## src/rtl/spw_pkg.sv

```systemverilog
package spw_pkg;

  localparam logic [7:0] CMD_WRITE = 8'h0F;
  localparam logic [7:0] CMD_READ  = 8'hAA;
  localparam logic [7:0] CMD_COPY  = 8'h55;
  localparam logic [7:0] IDLE_BYTE = 8'hFF;

  typedef enum logic [3:0] {
    ST_CMD, ST_WA1, ST_WA2, ST_WDAT, ST_RD,
    ST_CA1, ST_CA2, ST_CES, ST_CPY, ST_HALT
  } st_t;

  typedef enum logic [2:0] {
    RP_TA1, RP_TA2, RP_ES, RP_DAT, RP_CLO, RP_CHI, RP_FILL
  } rp_t;

  // One byte through the reflected x^16+x^15+x^2+1 register, LSB first.
  function automatic logic [15:0] crc16_step(input logic [15:0] c, input logic [7:0] d);
    logic [15:0] r;
    logic        fb;
    r = c;
    for (int i = 0; i < 8; i++) begin
      fb = r[0] ^ d[i];
      r  = r >> 1;
      if (fb) r = r ^ 16'hA001;
    end
    return r;
  endfunction

endpackage

```

## src/rtl/spw_merge.sv

```systemverilog
module spw_merge (
  input  logic [7:0] rx_data,
  input  logic [7:0] stored,
  input  logic       wp,
  input  logic       ep,
  output logic [7:0] merged
);
  always_comb begin
    if (wp)      merged = stored;
    else if (ep) merged = rx_data & stored;
    else         merged = rx_data;
  end
endmodule

```

## src/rtl/spw_store.sv

```systemverilog
module spw_store #(
  parameter int IDX_W = 3
) (
  input  logic             clk,
  input  logic             rst_n,
  input  logic             wr_en,
  input  logic [IDX_W-1:0] wr_idx,
  input  logic [7:0]       wr_data,
  input  logic [IDX_W-1:0] rd_idx_a,
  input  logic [IDX_W-1:0] rd_idx_b,
  output logic [7:0]       rd_a,
  output logic [7:0]       rd_b
);
  localparam int NB = 1 << IDX_W;

  logic [7:0] cells [NB];

  generate
    for (genvar g = 0; g < NB; g++) begin : g_byte
      logic [7:0] q;
      logic       en;
      assign en = wr_en && (wr_idx == IDX_W'(g));
      always_ff @(posedge clk or negedge rst_n) begin
        if (!rst_n)  q <= '0;
        else if (en) q <= wr_data;
      end
      assign cells[g] = q;
    end
  endgenerate

  assign rd_a = cells[rd_idx_a];
  assign rd_b = cells[rd_idx_b];
endmodule

```

## src/rtl/spw_crc16.sv

```systemverilog
module spw_crc16 (
  input  logic        clk,
  input  logic        rst_n,
  input  logic        ld,
  input  logic        en,
  input  logic [7:0]  din,
  output logic [15:0] crc
);
  import spw_pkg::*;

  logic [15:0] crc_q, crc_d;

  always_comb begin
    crc_d = crc_q;
    if (ld)      crc_d = crc16_step(16'h0000, din);
    else if (en) crc_d = crc16_step(crc_q, din);
  end

  always_ff @(posedge clk or negedge rst_n) begin
    if (!rst_n) crc_q <= '0;
    else        crc_q <= crc_d;
  end

  assign crc = crc_q;
endmodule

```

## src/rtl/spw_copier.sv

```systemverilog
module spw_copier #(
  parameter int IDX_W = 3
) (
  input  logic             clk,
  input  logic             rst_n,
  input  logic             start,
  input  logic             mem_ready,
  output logic             we,
  output logic [IDX_W-1:0] idx,
  output logic             done
);
  localparam logic [IDX_W-1:0] LAST = '1;

  logic             busy_q, busy_d;
  logic [IDX_W-1:0] idx_q, idx_d;
  logic             done_q, done_d;

  always_comb begin
    busy_d = busy_q;
    idx_d  = idx_q;
    done_d = 1'b0;
    if (start && !busy_q) begin
      busy_d = 1'b1;
      idx_d  = '0;
    end else if (busy_q && mem_ready) begin
      if (idx_q == LAST) begin
        busy_d = 1'b0;
        done_d = 1'b1;
      end else begin
        idx_d = idx_q + 1'b1;
      end
    end
  end

  always_ff @(posedge clk or negedge rst_n) begin
    if (!rst_n) begin
      busy_q <= 1'b0;
      idx_q  <= '0;
      done_q <= 1'b0;
    end else begin
      busy_q <= busy_d;
      idx_q  <= idx_d;
      done_q <= done_d;
    end
  end

  assign we   = busy_q && mem_ready;
  assign idx  = idx_q;
  assign done = done_q;
endmodule

```

## src/rtl/spw_engine.sv

```systemverilog
module spw_engine #(
  parameter int MEM_AW  = 7,
  parameter int PAGE_AW = 5,
  parameter int ROW_AW  = 3,
  localparam int NPAGE  = 1 << (MEM_AW - PAGE_AW)
) (
  input  logic              clk,
  input  logic              rst_n,
  input  logic              bus_rst,
  input  logic              rx_frag,
  input  logic              rx_valid,
  input  logic [7:0]        rx_byte,
  input  logic              tx_req,
  output logic              tx_valid,
  output logic [7:0]        tx_byte,
  input  logic [NPAGE-1:0]  page_wp,
  input  logic [NPAGE-1:0]  page_ep,
  output logic [MEM_AW-1:0] mem_raddr,
  input  logic [7:0]        mem_rdata,
  input  logic              mem_ready,
  output logic              mem_we,
  output logic [MEM_AW-1:0] mem_waddr,
  output logic [7:0]        mem_wdata,
  output logic              cpy_done,
  output logic              cpy_ok
);
  import spw_pkg::*;

  localparam int PG_W = MEM_AW - PAGE_AW;
  localparam int RW_W = MEM_AW - ROW_AW;
  localparam logic [ROW_AW-1:0] LAST_IDX = '1;
  localparam int PF_BIT = 5;

  // State registers and their next values
  st_t               st_q, st_d;
  logic [15:0]       ta_q, ta_d;
  logic [ROW_AW-1:0] end_q, end_d;
  logic              pf_q, pf_d;
  logic [ROW_AW-1:0] cnt_q, cnt_d;
  logic              wp_q, wp_d, ep_q, ep_d;
  logic              mok_q, mok_d;
  rp_t               rp_q, rp_d;
  logic [ROW_AW-1:0] ridx_q, ridx_d;
  logic              txv_q, txv_d;
  logic [7:0]        txb_q, txb_d;
  logic              done_q, done_d;
  logic              ok_q, ok_d;

  // Internal strobes
  logic              sp_we, crc_ld, crc_en, cp_start, cp_fail;
  logic              cp_we, cp_done;
  logic [ROW_AW-1:0] cp_idx;
  logic [7:0]        merged, sp_rd_a, sp_rd_b, crc_din;
  logic [15:0]       crc;
  logic [15:0]       ta_next;
  logic [PG_W-1:0]   pg_sel;
  logic [RW_W-1:0]   row;
  logic [7:0]        es_byte;

  assign ta_next = {rx_byte, ta_q[7:0]};
  assign pg_sel  = ta_next[MEM_AW-1:PAGE_AW];
  assign row     = ta_q[MEM_AW-1:ROW_AW];

  always_comb begin
    es_byte                 = '0;
    es_byte[PF_BIT]         = pf_q;
    es_byte[ROW_AW-1:0]     = end_q;
  end

  spw_merge u_merge (
    .rx_data (rx_byte),
    .stored  (mem_rdata),
    .wp      (wp_q),
    .ep      (ep_q),
    .merged  (merged)
  );

  spw_store #(.IDX_W(ROW_AW)) u_store (
    .clk      (clk),
    .rst_n    (rst_n),
    .wr_en    (sp_we),
    .wr_idx   (cnt_q),
    .wr_data  (merged),
    .rd_idx_a (ridx_q),
    .rd_idx_b (cp_idx),
    .rd_a     (sp_rd_a),
    .rd_b     (sp_rd_b)
  );

  assign crc_din = crc_ld ? rx_byte : txb_d;

  spw_crc16 u_crc (
    .clk   (clk),
    .rst_n (rst_n),
    .ld    (crc_ld),
    .en    (crc_en),
    .din   (crc_din),
    .crc   (crc)
  );

  spw_copier #(.IDX_W(ROW_AW)) u_copy (
    .clk       (clk),
    .rst_n     (rst_n),
    .start     (cp_start),
    .mem_ready (mem_ready),
    .we        (cp_we),
    .idx       (cp_idx),
    .done      (cp_done)
  );

  // Command / write / copy control
  always_comb begin
    st_d     = st_q;
    ta_d     = ta_q;
    end_d    = end_q;
    pf_d     = pf_q;
    cnt_d    = cnt_q;
    wp_d     = wp_q;
    ep_d     = ep_q;
    mok_d    = mok_q;
    sp_we    = 1'b0;
    crc_ld   = 1'b0;
    cp_start = 1'b0;
    cp_fail  = 1'b0;
    if (bus_rst) begin
      if (st_q == ST_WDAT && rx_frag) pf_d = 1'b1;
      if (st_q != ST_CPY)             st_d = ST_CMD;
    end else if (rx_valid) begin
      case (st_q)
        ST_CMD: begin
          case (rx_byte)
            CMD_WRITE: st_d = ST_WA1;
            CMD_READ: begin
              st_d   = ST_RD;
              crc_ld = 1'b1;
            end
            CMD_COPY:  st_d = ST_CA1;
            default:   st_d = ST_HALT;
          endcase
        end
        ST_WA1: begin
          ta_d[7:0] = rx_byte;
          st_d      = ST_WA2;
        end
        ST_WA2: begin
          ta_d  = ta_next;
          cnt_d = ta_q[ROW_AW-1:0];
          end_d = ta_q[ROW_AW-1:0];
          pf_d  = 1'b0;
          wp_d  = page_wp[pg_sel];
          ep_d  = page_ep[pg_sel];
          st_d  = ST_WDAT;
        end
        ST_WDAT: begin
          sp_we = 1'b1;
          end_d = cnt_q;
          if (cnt_q == LAST_IDX) st_d = ST_HALT;
          else                   cnt_d = cnt_q + 1'b1;
        end
        ST_CA1: begin
          mok_d = (rx_byte == ta_q[7:0]);
          st_d  = ST_CA2;
        end
        ST_CA2: begin
          mok_d = mok_q && (rx_byte == ta_q[15:8]);
          st_d  = ST_CES;
        end
        ST_CES: begin
          if (mok_q && (rx_byte == es_byte) && !pf_q) begin
            cp_start = 1'b1;
            st_d     = ST_CPY;
          end else begin
            cp_fail = 1'b1;
            st_d    = ST_HALT;
          end
        end
        default: ;
      endcase
    end
    if (st_q == ST_CPY && cp_done) st_d = ST_HALT;
  end

  // Transmit sequencing for the read command
  always_comb begin
    rp_d   = rp_q;
    ridx_d = ridx_q;
    txv_d  = 1'b0;
    txb_d  = txb_q;
    crc_en = 1'b0;
    if (crc_ld) rp_d = RP_TA1;
    if (tx_req) begin
      txv_d = 1'b1;
      txb_d = IDLE_BYTE;
      if (st_q == ST_RD && !bus_rst) begin
        case (rp_q)
          RP_TA1: begin
            txb_d  = ta_q[7:0];
            crc_en = 1'b1;
            rp_d   = RP_TA2;
          end
          RP_TA2: begin
            txb_d  = ta_q[15:8];
            crc_en = 1'b1;
            rp_d   = RP_ES;
          end
          RP_ES: begin
            txb_d  = es_byte;
            crc_en = 1'b1;
            ridx_d = ta_q[ROW_AW-1:0];
            rp_d   = RP_DAT;
          end
          RP_DAT: begin
            txb_d  = sp_rd_a;
            crc_en = 1'b1;
            if (ridx_q == end_q) rp_d = RP_CLO;
            else                 ridx_d = ridx_q + 1'b1;
          end
          RP_CLO: begin
            txb_d = ~crc[7:0];
            rp_d  = RP_CHI;
          end
          RP_CHI: begin
            txb_d = ~crc[15:8];
            rp_d  = RP_FILL;
          end
          default: txb_d = IDLE_BYTE;
        endcase
      end
    end
  end

  // Copy result
  always_comb begin
    done_d = cp_fail || cp_done;
    ok_d   = done_d ? cp_done : ok_q;
  end

  always_ff @(posedge clk or negedge rst_n) begin
    if (!rst_n) begin
      st_q   <= ST_CMD;
      ta_q   <= '0;
      end_q  <= '0;
      pf_q   <= 1'b0;
      cnt_q  <= '0;
      wp_q   <= 1'b0;
      ep_q   <= 1'b0;
      mok_q  <= 1'b0;
      rp_q   <= RP_TA1;
      ridx_q <= '0;
      txv_q  <= 1'b0;
      txb_q  <= '0;
      done_q <= 1'b0;
      ok_q   <= 1'b0;
    end else begin
      st_q   <= st_d;
      ta_q   <= ta_d;
      end_q  <= end_d;
      pf_q   <= pf_d;
      cnt_q  <= cnt_d;
      wp_q   <= wp_d;
      ep_q   <= ep_d;
      mok_q  <= mok_d;
      rp_q   <= rp_d;
      ridx_q <= ridx_d;
      txv_q  <= txv_d;
      txb_q  <= txb_d;
      done_q <= done_d;
      ok_q   <= ok_d;
    end
  end

  assign mem_raddr = {row, cnt_q};
  assign mem_we    = cp_we;
  assign mem_waddr = {row, cp_idx};
  assign mem_wdata = sp_rd_b;
  assign tx_valid  = txv_q;
  assign tx_byte   = txb_q;
  assign cpy_done  = done_q;
  assign cpy_ok    = ok_q;
endmodule

```

## config.mk

```make
export PLATFORM = sky130hd
export DESIGN_NAME = spw_engine
export DESIGN_NICKNAME = d
export VERILOG_FILES = /design/src/rtl/spw_pkg.sv /design/src/rtl/spw_merge.sv /design/src/rtl/spw_store.sv /design/src/rtl/spw_crc16.sv /design/src/rtl/spw_copier.sv /design/src/rtl/spw_engine.sv
export SDC_FILE = /design/constraint.sdc
export NUM_CORES = 1
export LEC_CHECK = 0
export ABC_AREA = 1
export BUFFER_PORTS_ARGS = -buffer_cell sky130_fd_sc_hd__buf_2
export CAP_MARGIN = 20
export CORE_MARGIN = 2
export CORE_UTILIZATION = 30
export DETAILED_ROUTE_END_ITERATION = 7
export GPL_TIMING_DRIVEN = 0
export PLACE_DENSITY_LB_ADDON = 0.25
export SETUP_SLACK_MARGIN = 0.02
export SLEW_MARGIN = 5
export SYNTH_ARGS = -nofsm -noshare
export SYNTH_HDL_FRONTEND = slang
export SYNTH_SLANG_ARGS = --single-unit
```

## constraint.sdc

```tcl
create_clock -name clk -period 3.7 [get_ports clk]
set_input_delay 0 -clock clk [delete_from_list [all_inputs] [get_ports clk]]
set_output_delay 0 -clock clk [all_outputs]
set_load 0.1 [all_outputs]
```

==> summary.txt, run 1 <==
Worst setup path
  – Reg2reg setup slack: 740 ps
  – CP arrival: 3230 ps
  – Max FO, Critical Path: 10
  – Worst path cell trace: inv_1 > nand2_1 > nor2_1 > inv_1 > nor2_1 > nand3_1 > clkbuf_1 > nand2_1 > o21ai_0
  – Buf+Inv Stages, Crit Path: 3
  – Top Family by Delay on Critical Path: simple AND/OR/NAND/NOR gates
  – Setup crit end kind: flip-flop
  – Reg2reg path depth: 9
  – Setup CP Type: flip-flop to flip-flop
  – Required @ worst endpoint: 3970 ps
  – Slowest Stage Delay on Critical Path: 460 ps
  – CP max-delay cell: dfrtp_1
  – CP Launch Type: flip-flop
  – Reg-to-Reg End: u_store.g_byte[2].q[5]$_DFFE_PN0P_
  – Worst r2r src: st_q[3]$_DFFE_PN0P_

Clocking
  – Root Driver: clkbuf_16
  – Cts repair resizes: 0
  – Max clock buf depth: 2
  – TritonCTS buffer count: 17
  – H-tree depth: 4
  – Post-CTS Setup Inserts: 0
  – CTS tree: built
  – Clk_lat worst skew: 420 ps
  – Clock transition at the registers of the reported paths: 60 ps
  – Clk sinks: 132

Timing
  – Fmax achieved: 338 MHz
  – Final Cycle Share: 79.9%
  – Final hold vios: 1
  – Setup TNS: 0 ps
  – Max Slew Vio Count: 0
  – Final min period: 2960 ps
  – Worst slew margin: 27.7%
  – Hold Slack: -3.07 ps
  – Clk_skew: 12.4 ps
  – Worst setup margin: 742 ps
  – Slew @ Worst Pin: 1080 ps
  – RSZ-0062 raised after global routing: false
  – Final setup vio count: 0

Floorplan
  – Die span in x: 167 um
  – Core area: 26,000 um2
  – Starting Density: 30.5%
  – Num ports: 65
  – Total die area: 27,700 um2
  – Die height: 167 um
  – Rows: 59

Status
  – Status: finished with violations
  – Failing checks: negative hold slack

Placed design
  – Placed cell area: 8700 um2
  – Buffers on Ports: 60
  – Gp weighted congestion: 0.950
  – Pre-CTS setup slack: 733 ps
  – DP Cell Count: 1,456
  – Hpwl dp: 19.3 mm

Synth
  – Top_reg_cell synth: dfrtp_1
  – Synth warn: 0
  – Post-synth EDFFs: 0
  – Total nets after synthesis: 1,098
  – Netlist cell types: 45
  – Synth Area per Inst: 7.49 um2
  – Yosys reg bits: 132
  – Netlist Area Pre-Place: 7930 um2
  – Post-synthesis sequential area ratio: 41.7%
  – Post-Syn Instances: 1,058
  – Post-synth ARST share: 100%

Power and ir drop
  – Max IR drop VDD: 442 uV
  – Lkg Pwr: 4.30 nW
  – Power Density: 618 nW/um2
  – Total power: 5.86 mW

GRT
  – Largest net degree at the start of global routing: 87
  – Vias in the first global route: 7,217
  – First-pass GRT wire length: 40.8 mm
  – Antenna violations before repair: 0
  – GRT Overall Usage: 18.7%
  – Grt total ovfl: 0

Finish
  – Layout cell share with drive strength beyond 1: 15.0%
  – Cell area after layout: 9480 um2
  – Fin nets: 1,195
  – Final cell count without fillers: 1,503
  – Area growth, synth to finish: 19.6%
  – # diodes: 0
  – Final Core Density: 36.5%

Route
  – Drt initial violations: 659
  – DRC violations left: 0
  – WL final: 25.7 mm
  – Post-DRT Antenna Nets: 0
  – Vias per inst: 5.08
  – Vias: 7,635
  – First-pass DRT Iterations: 5
  – DR WL/cell: 17.1 um

Worst hold path
  – Hold Crit Depth: 5
  – Hold endpoint: wp_q$_DFFE_PN0P_
  – Hold path start: page_wp[1]
  – HP Class: primary input to flip-flop

Flow run
  – Max Cap Viol: 0
[state kept, by name, summed over array words and instances, names as in the netlist]
name / count
u_store.g_byte.q: 64
ta_q: 16
u_crc.crc: 16
tx_byte: 8
st_q: 4
cnt_q: 3
end_q: 3
ridx_q: 3
rp_q: 3
u_copy.idx: 3
cpy_done: 1
cpy_ok: 1
ep_q: 1
mok_q: 1
pf_q: 1
tx_valid: 1
u_copy.busy_q: 1
u_copy.done: 1
wp_q: 1
[where the power goes]
group	leakage, nW	switching, mW	internal, mW
logic	2.37	1.52	0.522
registers	1.63	0.283	1.70
clock network	0.299	0.673	1.16
total	4.30	2.47	3.38
[Yosys cell counts (9+ instances only)]
cell        n  area, um2
o22ai_1    25        156
nand4_1    21        131
ha_1        9        113
clkbuf_1   23       86.3
nand2_2    12       75.1
o211ai_1   16        120
buf_2      10       50.1
inv_2       9       33.8
inv_1     112        420
dfrtp_1   132       3300
buf_4      12       90.1
nor2_1     59        221
nand2_1   249        935
a31oi_1    11       68.8
o21ai_0   169        846
a21oi_1    39        195
nand3_1    68        340
[timing repair]
item / in CTS / in global routing
hold buffers: 15 / 0
hold endpoints to repair: 63 / 0
endpoints found under the setup margin: 0 / 0
[cells by family after synthesis]
family	count (synthesis)	synth area share, %
AND/OR/NAND/NOR	450	26.2
XOR/XNOR	13	1.67
flip-flops	132	41.7
adder cells (fa/ha/maj)	9	1.42
AO/OA/AOI/OAI	279	19.4
buffers and inverters	175	9.67
[metal layers]
layer,up-vias,global-route usage (%),wire (um)
li1,3737,-,-
met1,3577,27.0,12300
met2,276,28.0,11100
met3,45,3.30,1660
met4,0,6.67,713
met5,-,0,0
[how the worst max path moves through the flow]
stage                                    from                            endpoint  slack [ps]  cells past startpoint
floorplan           u_copy.idx[0]$_DFFE_PN0P_                        mem_wdata[1]         380                      6
global placement                        rst_n  u_store.g_byte[1].q[1]$_DFFE_PN0P_         610                      1
detailed placement        st_q[3]$_DFFE_PN0P_  u_store.g_byte[2].q[5]$_DFFE_PN0P_         730                      9
CTS                       st_q[3]$_DFFE_PN0P_  u_store.g_byte[2].q[5]$_DFFE_PN0P_         740                      9
global route              st_q[3]$_DFFE_PN0P_  u_store.g_byte[2].q[5]$_DFFE_PN0P_         460                      9
finish                    st_q[3]$_DFFE_PN0P_  u_store.g_byte[2].q[5]$_DFFE_PN0P_         740                      9
[layout by cell type (no fill, tap or decap), drive strengths merged]
| cell type | Yosys | layout |
|---|---|---|
| nand3b | 1 | 1 |
| nand2 | 262 | 262 |
| bufinv | 0 | 4 |
| a22oi | 4 | 4 |
| a211oi | 1 | 1 |
| a221oi | 2 | 2 |
| nor4 | 4 | 4 |
| xor2 | 7 | 7 |
| buf | 31 | 94 |
| o2111ai | 2 | 2 |
| o32ai | 1 | 1 |
| dfrtp | 132 | 132 |
| a31oi | 11 | 11 |
| nor3 | 9 | 9 |
| nand4 | 23 | 23 |
| a2111o | 1 | 1 |
| nand3 | 76 | 76 |
| clkinvlp | 0 | 4 |
| o22ai | 25 | 25 |
| o221ai | 1 | 1 |
| o31ai | 1 | 1 |
| o211ai | 16 | 16 |
| inv | 121 | 122 |
| nor2 | 69 | 69 |
| clkbuf | 23 | 43 |
| a21boi | 2 | 2 |
| a21oi | 39 | 39 |
| o21ai | 172 | 172 |
| dlygate4sd3 | 0 | 15 |
| xnor2 | 6 | 6 |
| or2 | 6 | 6 |
| ha | 9 | 9 |
| clkinv | 0 | 3 |
| o311ai | 1 | 1 |
[worst register-to-register path: cells and delay by family, from the launching register on]
kind                   cells  cell delay, ps
and+or+nand+nor            5            1510
buffers and inverters      3             750
AOI/OAI and AO/OA          1              80
DFF                        1             460
[cell type report]
class / instances / area (um2)
timing repair buffer: 78 / 499
tap: 335 / 419
buffer: 54 / 313
multi-input combinational: 751 / 3860
clock buffer: 20 / 457
sequential: 132 / 3300
fill: 2736 / 16500
clock inverter: 12 / 178
inverter: 121 / 454
No activity file was read; power rests on OpenSTA's default activity.
==> inputs of run 2 (changes only) <==
- clock period: 3.7 -> 2.47 ns (I/O delays scaled with it)
==> summary.txt, run 2 (same netlist as run 1, synthesis figures left out) <==
Timing
  – Hold Slack: 6.92 ps (was -3.07 ps)
  – Final setup vio count: 7 (was 0)
  – Worst slew margin: 27.4% (was 27.7%)
  – Fmax achieved: 371 MHz (was 338 MHz)
  – Max Slew Vio Count: 0 (unchanged)
  – Final Cycle Share: 109% (was 79.9%)
  – Worst setup margin: -222 ps (was 742 ps)
  – Final min period: 2690 ps (was 2960 ps)
  – Slew @ Worst Pin: 1090 ps (was 1080 ps)
  – Clk_skew: 7.38 ps (was 12.4 ps)
  – RSZ-0062 raised after global routing: true (was false)
  – Final hold vios: 0 (was 1)

Worst setup path
  – CP arrival: 3060 ps (was 3230 ps)
  – Reg-to-Reg End: u_crc.crc[0]$_DFFE_PN0P_ (was u_store.g_byte[2].q[5]$_DFFE_PN0P_)
  – CP Launch Type: flip-flop (unchanged)
  – Setup CP Type: flip-flop to flip-flop (unchanged)
  – Reg2reg path depth: 19 (was 9)
  – Max FO, Critical Path: 7 (was 10)
  – Reg2reg setup slack: -220 ps (was 740 ps)
  – Worst r2r src: ridx_q[0]$_DFFE_PN0P_ (was st_q[3]$_DFFE_PN0P_)
  – Required @ worst endpoint: 2840 ps (was 3970 ps)
  – Setup crit end kind: flip-flop (unchanged)

Clocking
  – Root Driver: clkbuf_16 (unchanged)
  – H-tree depth: 4 (unchanged)
  – Clk_lat worst skew: 430 ps (was 420 ps)
  – Max clock buf depth: 2 (unchanged)
  – Clock transition at the registers of the reported paths: 60 ps (about the same)
  – Clk sinks: 132 (unchanged)
  – TritonCTS buffer count: 17 (unchanged)
  – CTS tree: built (unchanged)

Finish
  – Area growth, synth to finish: 34.5% (was 19.6%)
  – Layout cell share with drive strength beyond 1: 26.5% (was 15.0%)
  – Reg with most FFs: u_store.g_byte.q (unchanged)
  – # diodes: 0 (unchanged)
  – Commonest non-fill, non-tap cell in the layout: nand2_1 (unchanged)
  – Max reg flops: 64 (unchanged)
  – Most frequent cells in the layout: 227 x nand2_1, 159 x o21ai_0, 127 x dfrtp_1, 108 x inv_1, 57 x buf_2 (was 249 x nand2_1, 169 x o21ai_0, 132 x dfrtp_1, 112 x inv_1, 69 x buf_2)
  – Fin nets: 1,243 (was 1,195)

Placed design
  – Pre-CTS setup slack: -547 ps (was 733 ps)
  – Buffers on Ports: 60 (unchanged)
  – Gp weighted congestion: 0.884 (was 0.950)
  – Hpwl dp: 19.4 mm (was 19.3 mm)

Power and ir drop
  – Power Density: 866 nW/um2 (was 618 nW/um2)
  – Cell internal pwr: 5.33 mW (was 3.38 mW)
  – Max IR drop VDD: 780 uV (was 442 uV)
  – Gate power share: 37.7% (was 34.8%)
  – Seq pwr share: 32.1% (was 33.8%)
  – Switch Pwr: 3.92 mW (was 2.47 mW)
  – Sw frac: 42.4% (was 42.2%)
  – Lkg Pwr: 4.76 nW (was 4.30 nW)
  – Total power: 9.24 mW (was 5.86 mW)
  – Clock share of power: 30.2% (was 31.4%)

GRT
  – Antenna violations before repair: 0 (unchanged)
  – Vias in the first global route: 7,741 (was 7,217)
  – GRT Overall Usage: 20.2% (was 18.7%)
  – Grt total ovfl: 0 (unchanged)
  – Largest net degree at the start of global routing: 69 (was 87)
  – First-pass GRT wire length: 44.0 mm (was 40.8 mm)

Flow run
  – Max Cap Viol: 0 (unchanged)

Route
  – Drt initial violations: 687 (was 659)
  – First-pass DRT Iterations: 5 (unchanged)
  – Vias per inst: 5.13 (was 5.08)
  – Post-DRT Antenna Nets: 0 (unchanged)
  – DRC violations left: 0 (unchanged)
  – DR WL/cell: 17.9 um (was 17.1 um)
  – WL final: 27.7 mm (was 25.7 mm)
  – Vias: 7,951 (was 7,635)

Floorplan
  – Total die area: 27,700 um2 (unchanged)
  – Die span in x: 167 um (unchanged)
  – Rows: 59 (unchanged)
  – Num ports: 65 (unchanged)
  – Starting Density: 30.5% (unchanged)
  – Die height: 167 um (unchanged)
  – Core area: 26,000 um2 (unchanged)

Worst hold path
  – HP Class: primary input to flip-flop (unchanged)
  – Hold endpoint: wp_q$_DFFE_PN0P_ (unchanged)
  – Hold Crit Depth: 5 (unchanged)
  – Hold path start: page_wp[3] (was page_wp[1])

Status
  – Failing checks: negative setup slack (was negative hold slack)
  – Status: finished with violations (unchanged)
[run 2: layout make-up]
type                       instances  area (um2)
clock inverter                    12         178
tap                              335         419
fill                            2656       15300
inverter                         121         459
clock buffer                      20         467
sequential                       132        3310
timing repair buffer             126         997
buffer                            53         385
multi-input combinational        752        4450
[run 2: layer usage]
| metal | global-route usage (%) | up-vias | wire (um) |
|---|---|---|---|
| li1 | - | 3838 | - |
| met2 | 31.5 | 236 | 12500 |
| met1 | 29.1 | 3836 | 13300 |
| met5 | 0 | - | 0 |
| met3 | 3.02 | 41 | 1330 |
| met4 | 5.66 | 0 | 628 |
[run 2: how the worst max path moves through the flow]
stage / cells past startpoint / startpoint / end / slack [ps]
after global placement: 1 / rst_n / u_copy.idx[1]$_DFFE_PN0P_ / -830
after floorplan: 6 / u_copy.idx[0]$_DFFE_PN0P_ / mem_wdata[0] / 40
final: 19 / ridx_q[0]$_DFFE_PN0P_ / u_crc.crc[0]$_DFFE_PN0P_ / -220
after detailed placement: 9 / st_q[3]$_DFFE_PN0P_ / u_store.g_byte[2].q[5]$_DFFE_PN0P_ / -550
after global routing: 19 / ridx_q[0]$_DFFE_PN0P_ / u_crc.crc[0]$_DFFE_PN0P_ / -360
after CTS: 25 / ridx_q[0]$_DFFE_PN0P_ / u_crc.crc[0]$_DFFE_PN0P_ / -150
[run 2: stage by stage]
stage	std cells	utilization, %	setup TNS, ps	area, um2
after global placement	1453	33.7	-101200	8770
after CTS	1541	39.8	-355	10400
after global routing	1551	41.0	-2020	10700
after floorplan	1058	-	0	8050
final	1551	41.0	-1040	10700
after detailed placement	1456	33.9	-24950	8820
[run 2: power by group through the flow]
stage	combinational [mW]	clock (mW)	sequential [mW]
3_3_place_gp	3.07	0	2.98
6_report	3.48	2.79	2.97
3_5_place_dp	3.11	0	2.99
4_1_cts	3.38	2.83	2.95
5_1_grt	3.77	2.94	3.02
2_1_floorplan	2.23	0	3.05
[run 2: what timing repair did]
item                                    4_1_cts  5_1_grt
pin swaps                                    41       45
setup buffers                                32        9
cloned                                        6        0
endpoints found under the hold margin        84        0
hold buffers                                 16        0
endpoints found under the setup margin       85       73
gates resized for setup                     105       68
[run 2: worst max-delay path: stages, from the launching register on]
cell      delay (ps)
dfrtp_1          380
buf_6            150
buf_8            140
buf_8            130
o21ai_2          140
o21ai_2           70
o211ai_1         380
nand2_1          110
o21ai_1           90
inv_1             70
nand2_2          110
xor2_4           230
inv_2            100
nand3_2           90
nand3_4          100
nand2_4          100
nand2_2           40
nand2_1           70
nand3_2           60
nand2_1           60
==> inputs of run 3 (changes only) <==
- REMOVE_ABC_BUFFERS: default -> 1
- SKIP_LAST_GASP: default -> 1
==> summary.txt, run 3 (same netlist as run 1, synthesis figures left out) <==
Status
  – Status: finished with violations (unchanged)
  – Failing checks: negative hold slack, negative setup slack (was negative setup slack)

GRT
  – Grt total ovfl: 0 (unchanged)
  – Largest net degree at the start of global routing: 87 (was 69)
  – Antenna violations before repair: 0 (unchanged)
  – GRT Overall Usage: 18.3% (was 20.2%)
  – First-pass GRT wire length: 39.8 mm (was 44.0 mm)
  – Vias in the first global route: 7,086 (was 7,741)

Timing
  – Clk_skew: 8.23 ps (was 7.38 ps)
  – Final min period: 2750 ps (was 2690 ps)
  – Max Slew Vio Count: 0 (unchanged)
  – Final hold vios: 1 (was 0)
  – Fmax achieved: 364 MHz (was 371 MHz)
  – Worst slew margin: 35.4% (was 27.4%)
  – Worst setup margin: -279 ps (was -222 ps)
  – Hold Slack: -0.583 ps (was 6.92 ps)
  – Slew @ Worst Pin: 969 ps (was 1090 ps)
  – Final Cycle Share: 111% (was 109%)
  – RSZ-0062 raised after global routing: true (unchanged)
  – Final setup vio count: 5 (was 7)

Worst setup path
  – Required @ worst endpoint: 2810 ps (was 2840 ps)
  – Max FO, Critical Path: 4 (was 7)
  – Buf+Inv Stages, Crit Path: 6 (was 5)
  – CP arrival: 3090 ps (was 3060 ps)
  – Reg2reg setup slack: -280 ps (was -220 ps)
  – CP max-delay cell: o211ai_1 (was dfrtp_1)
  – Setup CP Type: flip-flop to flip-flop (unchanged)
  – Reg2reg path depth: 17 (was 19)
  – Setup crit end kind: flip-flop (unchanged)
  – Worst path cell trace: buf_6 > clkinvlp_4 > buf_6 > nor2_4 > o21ai_2 > o211ai_1 > nand2_1 > o21ai_1 > inv_1 > nand2_2 > xor2_4 > buf_6 > nand2_2 > nand3_4 > nand2_4 > buf_4 > o31ai_4 (was buf_6 > buf_8 > buf_8 > o21ai_2 > o21ai_2 > o211ai_1 > nand2_1 > o21ai_1 > inv_1 > nand2_2 > xor2_4 > inv_2 > nand3_2 > nand3_4 > nand2_4 > nand2_2 > nand2_1 > nand3_2 > nand2_1)
  – Slowest Stage Delay on Critical Path: 460 ps (was 380 ps)
  – Top Family by Delay on Critical Path: buffers and inverters (was simple AND/OR/NAND/NOR gates)
  – Worst r2r src: ridx_q[0]$_DFFE_PN0P_ (unchanged)
  – Most used cell along the critical path: buf_6 (was nand2_1)
  – Reg-to-Reg End: u_crc.crc[15]$_DFFE_PN0P_ (was u_crc.crc[0]$_DFFE_PN0P_)
  – CP Launch Type: flip-flop (unchanged)

Power and ir drop
  – Cell internal pwr: 5.04 mW (was 5.33 mW)
  – Switch Pwr: 3.71 mW (was 3.92 mW)
  – Gate power share: 34.8% (was 37.7%)
  – Power Density: 861 nW/um2 (was 866 nW/um2)
  – Seq pwr share: 34.1% (was 32.1%)
  – Clock share of power: 31.1% (was 30.2%)
  – Sw frac: 42.4% (about the same)
  – Lkg Pwr: 4.49 nW (was 4.76 nW)
  – Max IR drop VDD: 645 uV (was 780 uV)
  – Total power: 8.74 mW (was 9.24 mW)

Worst hold path
  – Hold endpoint: ep_q$_DFFE_PN0P_ (was wp_q$_DFFE_PN0P_)
  – Hold path start: page_ep[1] (was page_wp[3])
  – HP Class: primary input to flip-flop (unchanged)
  – Hold Crit Depth: 5 (unchanged)

Finish
  – Register area: 3320 um2 (was 3310 um2)
  – Final Core Density: 39.1% (was 41.0%)
  – Reg with most FFs: u_store.g_byte.q (unchanged)
  – Commonest non-fill, non-tap cell in the layout: nand2_1 (unchanged)
  – Area growth, synth to finish: 28.1% (was 34.5%)
  – Max reg flops: 64 (unchanged)
  – FILL cells: 2,702 (was 2,656)
  – Fin nets: 1,204 (was 1,243)
  – Layout cell share with drive strength beyond 1: 23.6% (was 26.5%)
  – Multi-input gate area: 4190 um2 (was 4450 um2)
  – # diodes: 0 (unchanged)
  – Most frequent cells in the layout: 231 x nand2_1, 163 x o21ai_0, 122 x dfrtp_1, 105 x inv_1, 61 x buf_2 (was 227 x nand2_1, 159 x o21ai_0, 127 x dfrtp_1, 108 x inv_1, 57 x buf_2)

Route
  – WL final: 25.8 mm (was 27.7 mm)
  – Drt initial violations: 653 (was 687)
  – First-pass DRT Iterations: 7 (was 5)
  – DRC violations left: 0 (unchanged)
  – Post-DRT Antenna Nets: 0 (unchanged)
  – Vias per inst: 5.11 (was 5.13)
  – Vias: 7,722 (was 7,951)
  – DR WL/cell: 17.1 um (was 17.9 um)

Clocking
  – Clk_lat worst skew: 430 ps (about the same)
  – Clock transition at the registers of the reported paths: 60 ps (about the same)
  – H-tree depth: 4 (unchanged)
  – TritonCTS buffer count: 17 (unchanged)
  – Max clock buf depth: 2 (unchanged)
  – Root Driver: clkbuf_16 (unchanged)
  – Clk sinks: 132 (unchanged)
  – CTS tree: built (unchanged)

Placed design
  – Gp weighted congestion: 0.841 (was 0.884)
  – Buffers on Ports: 64 (was 60)
  – Pre-CTS setup slack: -750 ps (was -547 ps)
  – Hpwl dp: 16.9 mm (was 19.4 mm)

Floorplan
  – Core area: 26,000 um2 (unchanged)
  – Rows: 59 (unchanged)
  – Total die area: 27,700 um2 (unchanged)
  – Die height: 167 um (unchanged)
  – Starting Density: 30.5% (unchanged)
  – Num ports: 65 (unchanged)
  – Die span in x: 167 um (unchanged)

Flow run
  – Max Cap Viol: 0 (unchanged)
-- run 3: cell count changes in the layout (fill, tap and decap cells not counted), moves of 5 or more --
cell / change
buf_4: -8
clkbuf_2: -11
dfrtp_1: -5
a31oi_4: -8
buf_6: -11
nand2_2: +6
clkbuf_1: -10
nand2_4: -10
a31oi_1: +8
-- run 3: worst min-delay path: stages --
cell and delay [ps]:
buf_2 70, o21ai_0 70, o22ai_1 120, nand2_1 70, nand2_1 60
-- run 3: worst max path at each step --
stage | to | cells past startpoint | from | slack [ps]
2_1_floorplan | mem_wdata[0] | 4 | u_copy.idx[0]$_DFFE_PN0P_ | -1570
3_3_place_gp | u_crc.crc[0]$_DFFE_PN0P_ | 21 | ridx_q[0]$_DFFE_PN0P_ | -1960
3_5_place_dp | u_crc.crc[13]$_DFFE_PN0P_ | 18 | rp_q[2]$_DFF_PN0_ | -750
4_1_cts | u_crc.crc[0]$_DFFE_PN0P_ | 22 | ridx_q[0]$_DFFE_PN0P_ | -180
5_1_grt | u_crc.crc[15]$_DFFE_PN0P_ | 23 | ridx_q[0]$_DFFE_PN0P_ | -380
6_report | u_crc.crc[15]$_DFFE_PN0P_ | 17 | ridx_q[0]$_DFFE_PN0P_ | -280
-- run 3: repair_timing --
item | CTS | global route
pin swaps | 9 | 36
gates cloned | 2 | 2
setup buffers | 30 | 25
gates resized for setup | 43 | 69
setup endpoints to repair | 98 | 75
hold buffers | 16 | 0
endpoints found under the hold margin | 65 | 0
-- run 3: routing by layer --
metal | vias up | wire, um | share of wire (%) | global-route usage [%]
li1 | 3761 | - | - | -
met1 | 3734 | 12100 | 47 | 26.0
met2 | 194 | 12000 | 47 | 28.5
met3 | 33 | 1150 | 4.5 | 2.92
met4 | 0 | 521 | 2.0 | 5.81
met5 | - | 0 | 0 | 0
-- run 3: power groups by stage --
stage                     Clock (mW)  Sequential, mW  Combinational [mW]
after floorplan                    0            3.51                1.59
after global placement             0            3.00                2.79
after detailed placement           0            3.01                2.82
after CTS                       2.75            2.97                2.95
after global routing            2.87            3.04                3.31
final                           2.72            2.98                3.04
-- run 3: metrics by stage --
| stage | area [um2] | std cells | TNS [ps] |
|---|---|---|---|
| after floorplan | 7620 | 1004 | -16780 |
| after global routing | 10200 | 1512 | -1700 |
| final | 10200 | 1512 | -1000 |
| after CTS | 9690 | 1487 | -480 |
| after global placement | 8360 | 1403 | -128420 |
| after detailed placement | 8470 | 1407 | -20500 |
-- run 3: layout make-up --
cell class | instances | area share, %
multi-input cells | 751 | 41.2
inverters | 121 | 4.73
repair buffers | 140 | 10.9
well taps | 335 | 4.13
clock inverters | 13 | 1.80
flip-flops and latches | 132 | 32.7
clock buffers | 19 | 4.36
repair inverters | 1 | 0.0739
